===== src/rtl/rca_pkg.sv =====
package rca_pkg;

   typedef enum logic [1:0] {
      FN_AND  = 2'd0,
      FN_OR   = 2'd1,
      FN_SUM  = 2'd2,
      FN_ZERO = 2'd3
   } rca_fn_e;

   localparam int unsigned ADD_HALF_PAIR = 0;
   localparam int unsigned ADD_FLAT_SOP  = 1;

endpackage


===== src/rtl/rca_half_adder.sv =====
module rca_half_adder (
   input  logic x,
   input  logic y,
   output logic s,
   output logic c
);
   assign s = x ^ y;
   assign c = x & y;
endmodule


===== src/rtl/rca_full_adder.sv =====
module rca_full_adder #(
   parameter int unsigned STYLE = rca_pkg::ADD_HALF_PAIR
) (
   input  logic x,
   input  logic y,
   input  logic ci,
   output logic s,
   output logic co
);
   generate
      if (STYLE == rca_pkg::ADD_HALF_PAIR) begin : g_half_pair
         logic s_lo, c_lo, c_hi;
         rca_half_adder u_ha_lo (.x(x),    .y(y),  .s(s_lo), .c(c_lo));
         rca_half_adder u_ha_hi (.x(s_lo), .y(ci), .s(s),    .c(c_hi));
         assign co = c_lo | c_hi;
      end else if (STYLE == rca_pkg::ADD_FLAT_SOP) begin : g_flat_sop
         assign s  = (x & ~y & ~ci) | (~x & y & ~ci) | (~x & ~y & ci) | (x & y & ci);
         assign co = (x & y) | ((x | y) & ci);
      end else begin : g_bad_style
         $error("rca_full_adder: STYLE must be 0 or 1");
         assign s  = 1'b0;
         assign co = 1'b0;
      end
   endgenerate
endmodule


===== src/rtl/rca_slice.sv =====
module rca_slice #(
   parameter int unsigned ADDER_STYLE = rca_pkg::ADD_HALF_PAIR
) (
   input  logic       a_i,
   input  logic       b_i,
   input  logic       inv_i,
   input  logic       c_i,
   input  logic [1:0] fn_i,
   output logic       r_o,
   output logic       c_o
);
   import rca_pkg::*;

   logic    b_eff;
   logic    sum_bit;
   rca_fn_e fn;

   assign fn    = rca_fn_e'(fn_i);
   assign b_eff = inv_i ? ~b_i : b_i;

   rca_full_adder #(.STYLE(ADDER_STYLE)) u_fa (
      .x (a_i),
      .y (b_eff),
      .ci(c_i),
      .s (sum_bit),
      .co(c_o)
   );

   always_comb begin
      unique case (fn)
         FN_AND:  r_o = a_i & b_eff;
         FN_OR:   r_o = a_i | b_eff;
         FN_SUM:  r_o = sum_bit;
         default: r_o = 1'b0;
      endcase
   end
endmodule


===== src/rtl/rca_alu.sv =====
module rca_alu #(
   parameter int unsigned WIDTH       = 32,
   parameter int unsigned ADDER_STYLE = rca_pkg::ADD_HALF_PAIR
) (
   input  logic [WIDTH-1:0] opa,
   input  logic [WIDTH-1:0] opb,
   input  logic             invert_b,
   input  logic             carry_in,
   input  logic [1:0]       func_sel,
   output logic [WIDTH-1:0] result,
   output logic             carry_out
);
   localparam int unsigned CHAIN_LEN = WIDTH + 1;

   generate
      if (WIDTH < 1) begin : g_bad_width
         $error("rca_alu: WIDTH must be at least 1");
      end
      if (ADDER_STYLE > 1) begin : g_bad_style
         $error("rca_alu: ADDER_STYLE must be 0 or 1");
      end
   endgenerate

   logic [CHAIN_LEN-1:0] chain;

   assign chain[0] = carry_in;

   generate
      for (genvar i = 0; i < WIDTH; i++) begin : g_slice
         rca_slice #(.ADDER_STYLE(ADDER_STYLE)) u_slice (
            .a_i  (opa[i]),
            .b_i  (opb[i]),
            .inv_i(invert_b),
            .c_i  (chain[i]),
            .fn_i (func_sel),
            .r_o  (result[i]),
            .c_o  (chain[i+1])
         );
      end
   endgenerate

   assign carry_out = chain[CHAIN_LEN-1];
endmodule


===== config.mk =====
export PLATFORM = sky130hd
export DESIGN_NAME = rca_alu
export DESIGN_NICKNAME = d
export VERILOG_FILES = /design/src/rtl/rca_pkg.sv /design/src/rtl/rca_half_adder.sv /design/src/rtl/rca_full_adder.sv /design/src/rtl/rca_slice.sv /design/src/rtl/rca_alu.sv
export SDC_FILE = /design/constraint.sdc
export NUM_CORES = 1
export LEC_CHECK = 0
export BUFFER_PORTS_ARGS = -buffer_cell sky130_fd_sc_hd__buf_2
export CORE_MARGIN = 10
export CORE_UTILIZATION = 38
export DETAILED_ROUTE_END_ITERATION = 8
export PLACE_DENSITY = 0.63
export SYNTH_ARGS = -nofsm -noshare
export SYNTH_HDL_FRONTEND = slang
export SYNTH_SLANG_ARGS = --single-unit
export TNS_END_PERCENT = 50

===== constraint.sdc =====
create_clock -name vclk -period 17.2
set_clock_uncertainty 0.1 [all_clocks]
set_input_delay 2.58 -clock vclk [all_inputs]
set_output_delay 2.58 -clock vclk [all_outputs]
set_load 0.01 [all_outputs]

# [After elaboration in Yosys (flattened, before gate mapping)]
# Cells that the tools add are included.
[totals] register_bits=0 inputBits=68 out_inout_bits=33 elab_cells=291
[op_classes] eq_ne=2 n_mux=64 n_bitwise=224 n_reduce_logical=1
[ops] cell="case mux 1 bit (3 select lines)" count=32
[ops] cell="bitwise AND 1 bit" count=64
[ops] cell="bitwise OR 1 bit" count=64
[ops] cell="bitwise XOR 1 bit" count=64
[ops] cell="2-to-1 mux 1 bit" count=32
[ops] cell="NOT 1 bit" count=32
[ops] cell="equality test 2 x 1 -> 1 bit (second input constant)" count=1
[ops] cell="equality test 2 bit (second input constant)" count=1
[ops] cell="logical NOT 2 bit" count=1

# [Logic depth before layout (Yosys ltp)]
# Gate-level depths: netlist of the first run.
[logic_depth] depth_word=67 depth_mapped=40 depth_no_buf=37

# [Hierarchy]
# Synthesis of the first run repeated with hierarchy kept, for this count alone.
[unflattened] hier_cells=256 hier_area_um2=2162.1
[modules_own_cells] mod="rca_slice" n_inst=32 cells_each=5 area_per_inst_um2=36.3 seq_area_each_um2=0.0
[modules_own_cells] mod="rca_half_adder" n_inst=64 cells_each=1 area_per_inst_um2=12.5 seq_area_each_um2=0.0
[modules_own_cells] mod="rca_full_adder" n_inst=32 cells_each=1 area_per_inst_um2=6.3 seq_area_each_um2=0.0

# [Worst setup path after synthesis of the first run]
# No wires, ideal clock.
[synth_path] path_type="input -> output" startpoint="input port invert_b" endpoint="output port result[31]" arrival_ns=15.469 t_required_ns=14.520 slack_ns=-0.949 stages=40 path_buffers=3 cell_sequence="buf_6 buf_12 xor2_1 inv_1 fa_1 inv_1 fa_1 fa_1 fa_1 fa_1 fa_1 fa_1 fa_1 fa_1 fa_1 fa_1 fa_1 fa_1 (+4 left out) fa_1 fa_1 fa_1 fa_1 fa_1 fa_1 fa_1 fa_1 fa_1 fa_1 fa_1 fa_1 fa_1 fa_1 fa_1 mux2i_1 o22ai_1 buf_4"
[synth_via] elab_chain_len=66 word_cells_on_any_way=161 cone_classes="mux: 33; bitwise: 128"
[synth_rtl] element="start: declaration" line="rca_alu.sv:7" source="input logic invert_b,"
[synth_rtl] element="2-to-1 mux 1 bit" line="rca_slice.sv:19" source="assign b_eff = inv_i ? ~b_i : b_i;"
[synth_rtl] element="bitwise XOR 1 bit" line="rca_half_adder.sv:7" source="assign s = x ^ y;"
[synth_rtl] element="bitwise AND 1 bit" line="rca_half_adder.sv:8" source="assign c = x & y;"
[synth_rtl] element="bitwise OR 1 bit" line="rca_full_adder.sv:15" source="assign co = c_lo | c_hi;"
[synth_rtl] element="bitwise AND 1 bit" line="rca_half_adder.sv:8"
[synth_rtl] element="bitwise OR 1 bit" line="rca_full_adder.sv:15"
[synth_rtl] element="bitwise AND 1 bit" line="rca_half_adder.sv:8"
[synth_rtl] element="bitwise OR 1 bit" line="rca_full_adder.sv:15"
[synth_rtl] element="(+50 left out)"
[synth_rtl] element="bitwise AND 1 bit" line="rca_half_adder.sv:8"
[synth_rtl] element="bitwise OR 1 bit" line="rca_full_adder.sv:15"
[synth_rtl] element="bitwise AND 1 bit" line="rca_half_adder.sv:8"
[synth_rtl] element="bitwise OR 1 bit" line="rca_full_adder.sv:15"
[synth_rtl] element="bitwise AND 1 bit" line="rca_half_adder.sv:8"
[synth_rtl] element="bitwise OR 1 bit" line="rca_full_adder.sv:15"
[synth_rtl] element="bitwise XOR 1 bit" line="rca_half_adder.sv:7"
[synth_rtl] element="case mux 1 bit (3 select lines) *" line="rca_slice.sv:30" source="unique case (fn)"
[synth_rtl] element="end: declaration" line="rca_alu.sv:10" source="output logic [WIDTH-1:0] result,"
# Mark *: on every way between the ends. The rest lies on a longest branch, timed or not.

# [Worst setup path after layout of the first run]
# Ends and elaborated chain as after synthesis.

==> results.sh, run 1 <==
export IMPL_status="finished with violations"
export IMPL_violations="negative setup slack"
export IMPL_start_kind="input port"
export IMPL_hp_start="opa[31]"
export IMPL_antenna_found_initial=0
export IMPL_syn_nets=472
export IMPL_max_cap_violations=0
export IMPL_cp_slowest_cell="fa_1"
export IMPL_ys_types=18
export IMPL_antenna_cells=0
export IMPL_via_per_inst=4.406
export IMPL_grt_max_degree=36
export IMPL_startpoint="invert_b"
export IMPL_post_place_ws_ns=-0.3671
export IMPL_setup_slack_ns=-0.01971
export IMPL_period_needed_ns=17.22
export IMPL_drive_above_1_share=0.3957
export IMPL_whs_path_depth=3
export IMPL_start_util=0.3870
export IMPL_route_vias_total=2075
export IMPL_routedWlPerCell_um=13.66
export IMPL_gr_total_overflow=0
export IMPL_syn_inst=308
export IMPL_grt_usage=0.1051
export IMPL_place_hpwl_mm=5.449
export IMPL_seq_area_um2=0
export IMPL_gp_congestion=0.7217
export IMPL_row_count=32
export IMPL_die_area_um2=11770
export IMPL_final_net_count=535
export IMPL_syn_mean_instance_area_um2=9.660
export IMPL_die_h_um=108.5
export IMPL_drc_errors=0
export IMPL_synth_area_um2=2975
export IMPL_grt_pass1_vias=2260
export IMPL_ant_nets=0
export IMPL_crit_arrival_ns=14.54
export IMPL_rsz0062_at_grt="true"
export IMPL_setup_viol=1
export IMPL_die_x_um=108.5
export IMPL_slowest_delay_ns=0.48
export IMPL_synth_warnings=0
export IMPL_wl_mm=6.434
export IMPL_area_growth_syn_to_layout_pct=11.73
export IMPL_core_um2=7687
export IMPL_grt_pass1_wl_mm=10.49
export IMPL_seq_area_frac_synth=0
export IMPL_seq_cell_count=0
export IMPL_worst_slew_pin_slew_ns=1.012
export IMPL_drt_pass1_iterations=4
export IMPL_cts_setup_buffers=0
export IMPL_clockBufferCount=0
export IMPL_fillers=775
export IMPL_worstSetupPathType="input port to primary output"
export IMPL_p_leak_nw=1.894
export IMPL_worst_setup_path_end_kind="primary output"
export IMPL_period_share=1.001
export IMPL_slew_viol_final=0
export IMPL_slew_headroom=0.3253
export IMPL_io_buffers=101
export IMPL_max_freq_mhz=58.07
export IMPL_drt_initial_drc_count=33
export IMPL_place_inst=471
export IMPL_num_io_pins=101
export IMPL_critPathMaxFanout=2
export IMPL_hold_path_class="input port to primary output"
export IMPL_final_cell_count_no_fill=471
export IMPL_hold_viol_final=0
export IMPL_worstPathRequired_ns=14.52
export IMPL_p_per_area_nw_per_um2=33.20
export IMPL_crit_top_cell="fa_2"
export IMPL_max_vdd_ir_drop_v=0.00001447
## worst max-delay path, delay by kind of cell
family                     cells  cell delay, ns
muxes                          1            0.07
buffers and inverters          4            0.44
AOI/OAI and AO/OA              1            0.17
xor gates and xnor gates       1            0.17
adders and majority gates     32           11.08
## metal layers
| layer | part of all wire | GRT usage |
|---|---|---|
| met3 | 0.085 | 0.03034 |
| met4 | 0 | 0 |
| met1 | 0.42 | 0.1251 |
| met5 | 0 | 0 |
| met2 | 0.50 | 0.1935 |
## layout make-up
type               instances  area [µm²]  share of cell area
multi-input cells        195        2391              0.7192
repair buffers           108       558.0              0.1679
inverters                 66       247.7             0.07452
well taps                102       127.6             0.03839
## layout by cell type (no fill, tap or decap)
master | synthesis | routed
inv_1 | 66 | 66
mux2i_1 | 31 | 31
o21ai_0 | 1 | 1
o22ai_2 | 2 | 2
nand2b_4 | 1 | 1
o22ai_1 | 29 | 29
fa_1 | 32 | 2
fa_2 | 0 | 30
buf_2 | 3 | 101
buf_4 | 32 | 7
nor2b_1 | 2 | 2
xor2_2 | 5 | 5
ha_1 | 64 | 64
xor2_1 | 27 | 27
o31a_1 | 1 | 1
## worst paths after layout
path                endpoint  slack (ns)
setup / recovery  result[31]       -0.02
hold / removal     carry_out        5.48
## timing repair
action                                  CTS  global route
hold endpoints to repair                  0             0
pin swaps                                 1             1
endpoints found under the setup margin    1             2
hold buffers                              0             0
resized for setup                         6             0
## Yosys cell counts
cell,instances,share of area
buf_1,1,0.0013
buf_12,2,0.013
ha_1,64,0.27
nand2b_4,1,0.0046
o22ai_2,2,0.0084
xor2_2,5,0.027
inv_1,66,0.083
nor2b_1,2,0.0042
buf_6,6,0.023
o21ai_0,1,0.0017
xor2_1,27,0.079
buf_2,3,0.0050
mux2i_1,31,0.10
o22ai_1,29,0.061
buf_8,3,0.015
fa_1,32,0.22
o31a_1,1,0.0029
buf_4,32,0.081
## cells by family after synthesis
kind of cell             after synthesis  synth area share
AND/OR/NAND/NOR                        3          0.008829
AO/OA/AOI/OAI                         33           0.07401
XOR/XNOR                              32            0.1068
multiplexers                          31            0.1043
adder cells (fa/ha/maj)               96            0.4844
buffers and inverters                113            0.2216
## through the flow
stage	setup TNS (ns)	cell area [µm²]	power, mW	hold slack, ns	util
2_1_floorplan	0	3035	0.09000	5.255	-
3_3_place_gp	-0.2272	3309	0.1082	5.489	0.4305
3_5_place_dp	-0.3671	3309	0.1128	5.488	0.4305
4_1_cts	-0.1414	3324	0.1142	5.490	0.4325
5_1_grt	-0.3298	3324	0.1281	5.519	0.4325
6_report	-0.01971	3324	0.1104	5.483	0.4325
## power by group
part | leakage, nW | internal (mW) | switching, mW | total [mW]
Combinational | 1.89 | 0.0506 | 0.0598 | 0.110
Sequential | 0 | 0 | 0 | 0
Clock | 0 | 0 | 0 | 0
Total | 1.89 | 0.0506 | 0.0598 | 0.110
No activity file was read; power rests on OpenSTA's default activity.
==> inputs of run 2 (changes only) <==
Settings changed: PLACE_DENSITY 0.63 to 0.6.
Clock period 17.2 ns to 20.8 ns, I/O delays scaled along.
==> results.sh, run 2 (same netlist as run 1, synthesis figures left out) <==
export IMPL_fin_tns_setup_ns=0
export IMPL_io_buffers=101
export IMPL_worstSetupPathType="input port to primary output"
export IMPL_drt_initial_drc_count=44
export IMPL_max_vdd_ir_drop_v=0.00001213
export IMPL_row_count=32
export IMPL_rsz0062_at_grt="false"
export IMPL_ant_nets=0
export IMPL_antenna_cells=0
export IMPL_hp_start="opa[31]"
export IMPL_final_cell_count_no_fill=465
export IMPL_wl_mm=6.203
export IMPL_drive_above_1_share=0.3030
export IMPL_hold_buffers=0
export IMPL_place_hpwl_mm=5.252
export IMPL_hold_viol_final=0
export IMPL_timing_hold_ws_ns=6.560
export IMPL_seq_cell_count=0
export IMPL_grt_max_degree=36
export IMPL_start_util=0.3870
export IMPL_area_growth_syn_to_layout_pct=7.695
export IMPL_die_x_um=108.5
export IMPL_whs_path_depth=3
export IMPL_place_inst=465
export IMPL_slew_viol_final=0
export IMPL_die_h_um=108.5
export IMPL_gr_total_overflow=0
export IMPL_setup_viol=0
export IMPL_grt_pass1_wl_mm=10.43
export IMPL_final_common_cell="buf_2"
export IMPL_cp_slowest_cell="fa_1"
export IMPL_die_area_um2=11770
export IMPL_worst_slew_pin_slew_ns=1.015
export IMPL_period_needed_ns=19.81
export IMPL_num_io_pins=101
export IMPL_route_vias_total=2052
export IMPL_post_cts_resized=0
export IMPL_clockBufferCount=0
export IMPL_most_common_layout_cells="buf_2, inv_1, ha_1, fa_1, mux2i_1"
export IMPL_drt_pass1_iterations=4
export IMPL_worst_setup_path_end_kind="primary output"
export IMPL_slowest_delay_ns=0.49
export IMPL_gp_congestion=0.7492
export IMPL_crit_arrival_ns=16.59
export IMPL_critPathMaxFanout=8
export IMPL_max_freq_mhz=50.49
export IMPL_p_per_area_nw_per_um2=26.93
export IMPL_via_per_inst=4.413
export IMPL_grt_usage=0.1030
export IMPL_p_leak_nw=1.889
export IMPL_status="completed"
export IMPL_slew_headroom=0.3231
export IMPL_max_cap_violations=0
export IMPL_period_share=0.9522
export IMPL_antenna_found_initial=0
export IMPL_drc_errors=0
export IMPL_start_kind="input port"
export IMPL_worstPathRequired_ns=17.58
export IMPL_final_net_count=529
export IMPL_worstHoldEndpoint="carry_out"
export IMPL_crit_top_cell="fa_1"
export IMPL_routedWlPerCell_um=13.34
export IMPL_grt_pass1_vias=2213
export IMPL_hold_path_class="input port to primary output"
export IMPL_final_util=0.4168
export IMPL_core_um2=7687
export IMPL_cts_setup_buffers=0
export IMPL_seq_area_um2=0
==> run 2: worst max-delay path: cells and delay by family <==
family                   cells  cell delay (ns)
AO/OA/AOI/OAI                1             0.22
XOR/XNOR                     1             0.20
adder cells (fa/ha/maj)     32            12.45
buffers and inverters        4             0.51
multiplexers                 1             0.06
==> run 2: metal layers <==
metal,part of all wire,up-vias,global-route usage
met5,0,-,0
met4,0,0,0.001883
met3,0.070,0,0.01725
met2,0.45,66,0.1767
met1,0.48,971,0.1395
li1,-,1015,-
==> run 2: worst max path at each step <==
| stage | startpoint | end | slack (ns) | cells after the start |
|---|---|---|---|---|
| CTS | invert_b | result[31] | 0.90 | 39 |
| finish | invert_b | result[31] | 0.99 | 39 |
| floorplan | invert_b | result[31] | 1.57 | 40 |
| detailed placement | invert_b | result[31] | 0.92 | 39 |
| global route | invert_b | result[31] | 0.52 | 39 |
| global placement | invert_b | result[31] | 1.09 | 39 |
==> run 2: final cells by class <==
type / count / area, µm²
fillers: 796 / 4483
inverters: 66 / 247.7
multi-input cells: 195 / 2316
well taps: 102 / 127.6
repair buffers: 102 / 513.0
==> run 2: power breakdown <==
group / total, mW / internal [mW] / switching [mW]
clock network: 0 / 0 / 0
logic: 0.0863 / 0.0385 / 0.0478
registers: 0 / 0 / 0
total: 0.0863 / 0.0385 / 0.0478
==> run 2: stage by stage <==
step,setup slack [ns],cell area (µm²),power (mW)
3_5_place_dp,0.9173,3204,0.08857
5_1_grt,0.5231,3204,0.1014
6_report,0.9947,3204,0.08631
3_3_place_gp,1.090,3204,0.08612
4_1_cts,0.9033,3204,0.08873
2_1_floorplan,1.571,2975,0.07243
==> inputs of run 3 (changes only) <==
Settings changed: CORE_UTILIZATION 38 to 58, PLACE_DENSITY 0.6 to 0.87.
==> results.sh, run 3 (same netlist as run 1, synthesis figures left out) <==
export IMPL_setup_viol=0
export IMPL_whs_path_depth=3
export IMPL_slew_headroom=0.3259
export IMPL_gp_congestion=0.7443
export IMPL_die_area_um2=8395
export IMPL_num_io_pins=101
export IMPL_crit_top_cell="fa_1"
export IMPL_final_net_count=529
export IMPL_die_h_um=91.63
export IMPL_max_vdd_ir_drop_v=0.00001454
export IMPL_max_cap_violations=0
export IMPL_slew_viol_final=0
export IMPL_max_freq_mhz=50.48
export IMPL_via_per_inst=4.753
export IMPL_drt_initial_drc_count=35
export IMPL_ant_nets=0
export IMPL_fillers=433
export IMPL_cts_setup_buffers=0
export IMPL_grt_max_degree=36
export IMPL_post_place_ws_ns=0.9856
export IMPL_route_vias_total=2063
export IMPL_io_buffers=101
export IMPL_die_x_um=91.63
export IMPL_fin_tns_setup_ns=0
export IMPL_period_share=0.9524
export IMPL_seq_area_um2=0
export IMPL_antenna_found_initial=1
export IMPL_final_common_cell="buf_2"
export IMPL_drt_pass1_iterations=4
export IMPL_most_common_layout_cells="buf_2, inv_1, ha_1, fa_1, mux2i_1"
export IMPL_start_kind="input port"
export IMPL_clockBufferCount=0
export IMPL_core_um2=5042
export IMPL_area_growth_syn_to_layout_pct=6.434
export IMPL_grt_pass1_wl_mm=10.33
export IMPL_cp_slowest_cell="fa_1"
export IMPL_status="completed"
export IMPL_hold_viol_final=0
export IMPL_start_util=0.5901
export IMPL_grt_pass1_vias=2377
export IMPL_crit_arrival_ns=16.59
export IMPL_hold_buffers=0
export IMPL_gr_total_overflow=0
export IMPL_slowest_delay_ns=0.49
export IMPL_worstSetupPathType="input port to primary output"
export IMPL_p_leak_nw=1.889
export IMPL_grt_usage=0.1399
export IMPL_critPathMaxFanout=3
export IMPL_rsz0062_at_grt="false"
export IMPL_period_needed_ns=19.81
export IMPL_routedWlPerCell_um=14.09
export IMPL_worst_setup_path_end_kind="primary output"
export IMPL_wl_mm=6.113
export IMPL_drc_errors=0
export IMPL_place_hpwl_mm=5.176
export IMPL_row_count=26
export IMPL_worst_slew_pin_slew_ns=1.011
export IMPL_drive_above_1_share=0.3030
export IMPL_worstPathRequired_ns=17.58
export IMPL_p_per_area_nw_per_um2=27.48
export IMPL_hold_path_class="input port to primary output"
export IMPL_seq_cell_count=0
export IMPL_post_cts_resized=0
export IMPL_setup_slack_ns=0.9898
==> run 3: final cells by class <==
cell class,instances,area (µm²),area share
Inverter,66,247.7,0.07823
Timing Repair Buffer,102,513.0,0.1620
Multi-Input combinational cell,195,2316,0.7313
Tap cell,70,87.58,0.02766
Antenna cell,1,2.502,0.0007902
==> run 3: worst max-delay path, delay by kind of cell <==
family / cells / cell delay, ns
adder cells (fa/ha/maj): 32 / 12.58
buffers and inverters: 4 / 0.43
multiplexers: 1 / 0.07
XOR/XNOR: 1 / 0.17
AO/OA/AOI/OAI: 1 / 0.19
==> run 3: routing by layer <==
| metal | routed length (µm) | up-vias | GRT usage |
|---|---|---|---|
| li1 | - | 1020 | - |
| met1 | 2535 | 978 | 0.1576 |
| met2 | 3148 | 63 | 0.2743 |
| met3 | 393 | 2 | 0.02771 |
| met4 | 35 | 0 | 0.006527 |
| met5 | 0 | - | 0 |
==> run 3: final timing paths <==
kind,to,start
setup / recovery,result[31],invert_b
hold / removal,carry_out,opa[31]
==> run 3: through the flow <==
step / power (mW) / cell area [µm²] / hold WS, ns / instances / utilization
floorplan: 0.07243 / 2975 / 6.335 / 308 / -
global placement: 0.08366 / 3164 / 6.546 / 433 / 0.6275
detailed placement: 0.08889 / 3164 / 6.557 / 433 / 0.6275
CTS: 0.08895 / 3164 / 6.559 / 433 / 0.6275
global route: 0.09974 / 3164 / 6.592 / 433 / 0.6275
finish: 0.08701 / 3167 / 6.550 / 434 / 0.6280
==> run 3: power breakdown <==
| part | switching (mW) | leakage (nW) | total (mW) | internal (mW) |
|---|---|---|---|---|
| clock network | 0 | 0.00000634 | 0.00000000643 | 0.00000000642 |
| registers | 0 | 0 | 0 | 0 |
| logic | 0.0481 | 1.89 | 0.0870 | 0.0389 |
| total | 0.0481 | 1.89 | 0.0870 | 0.0389 |
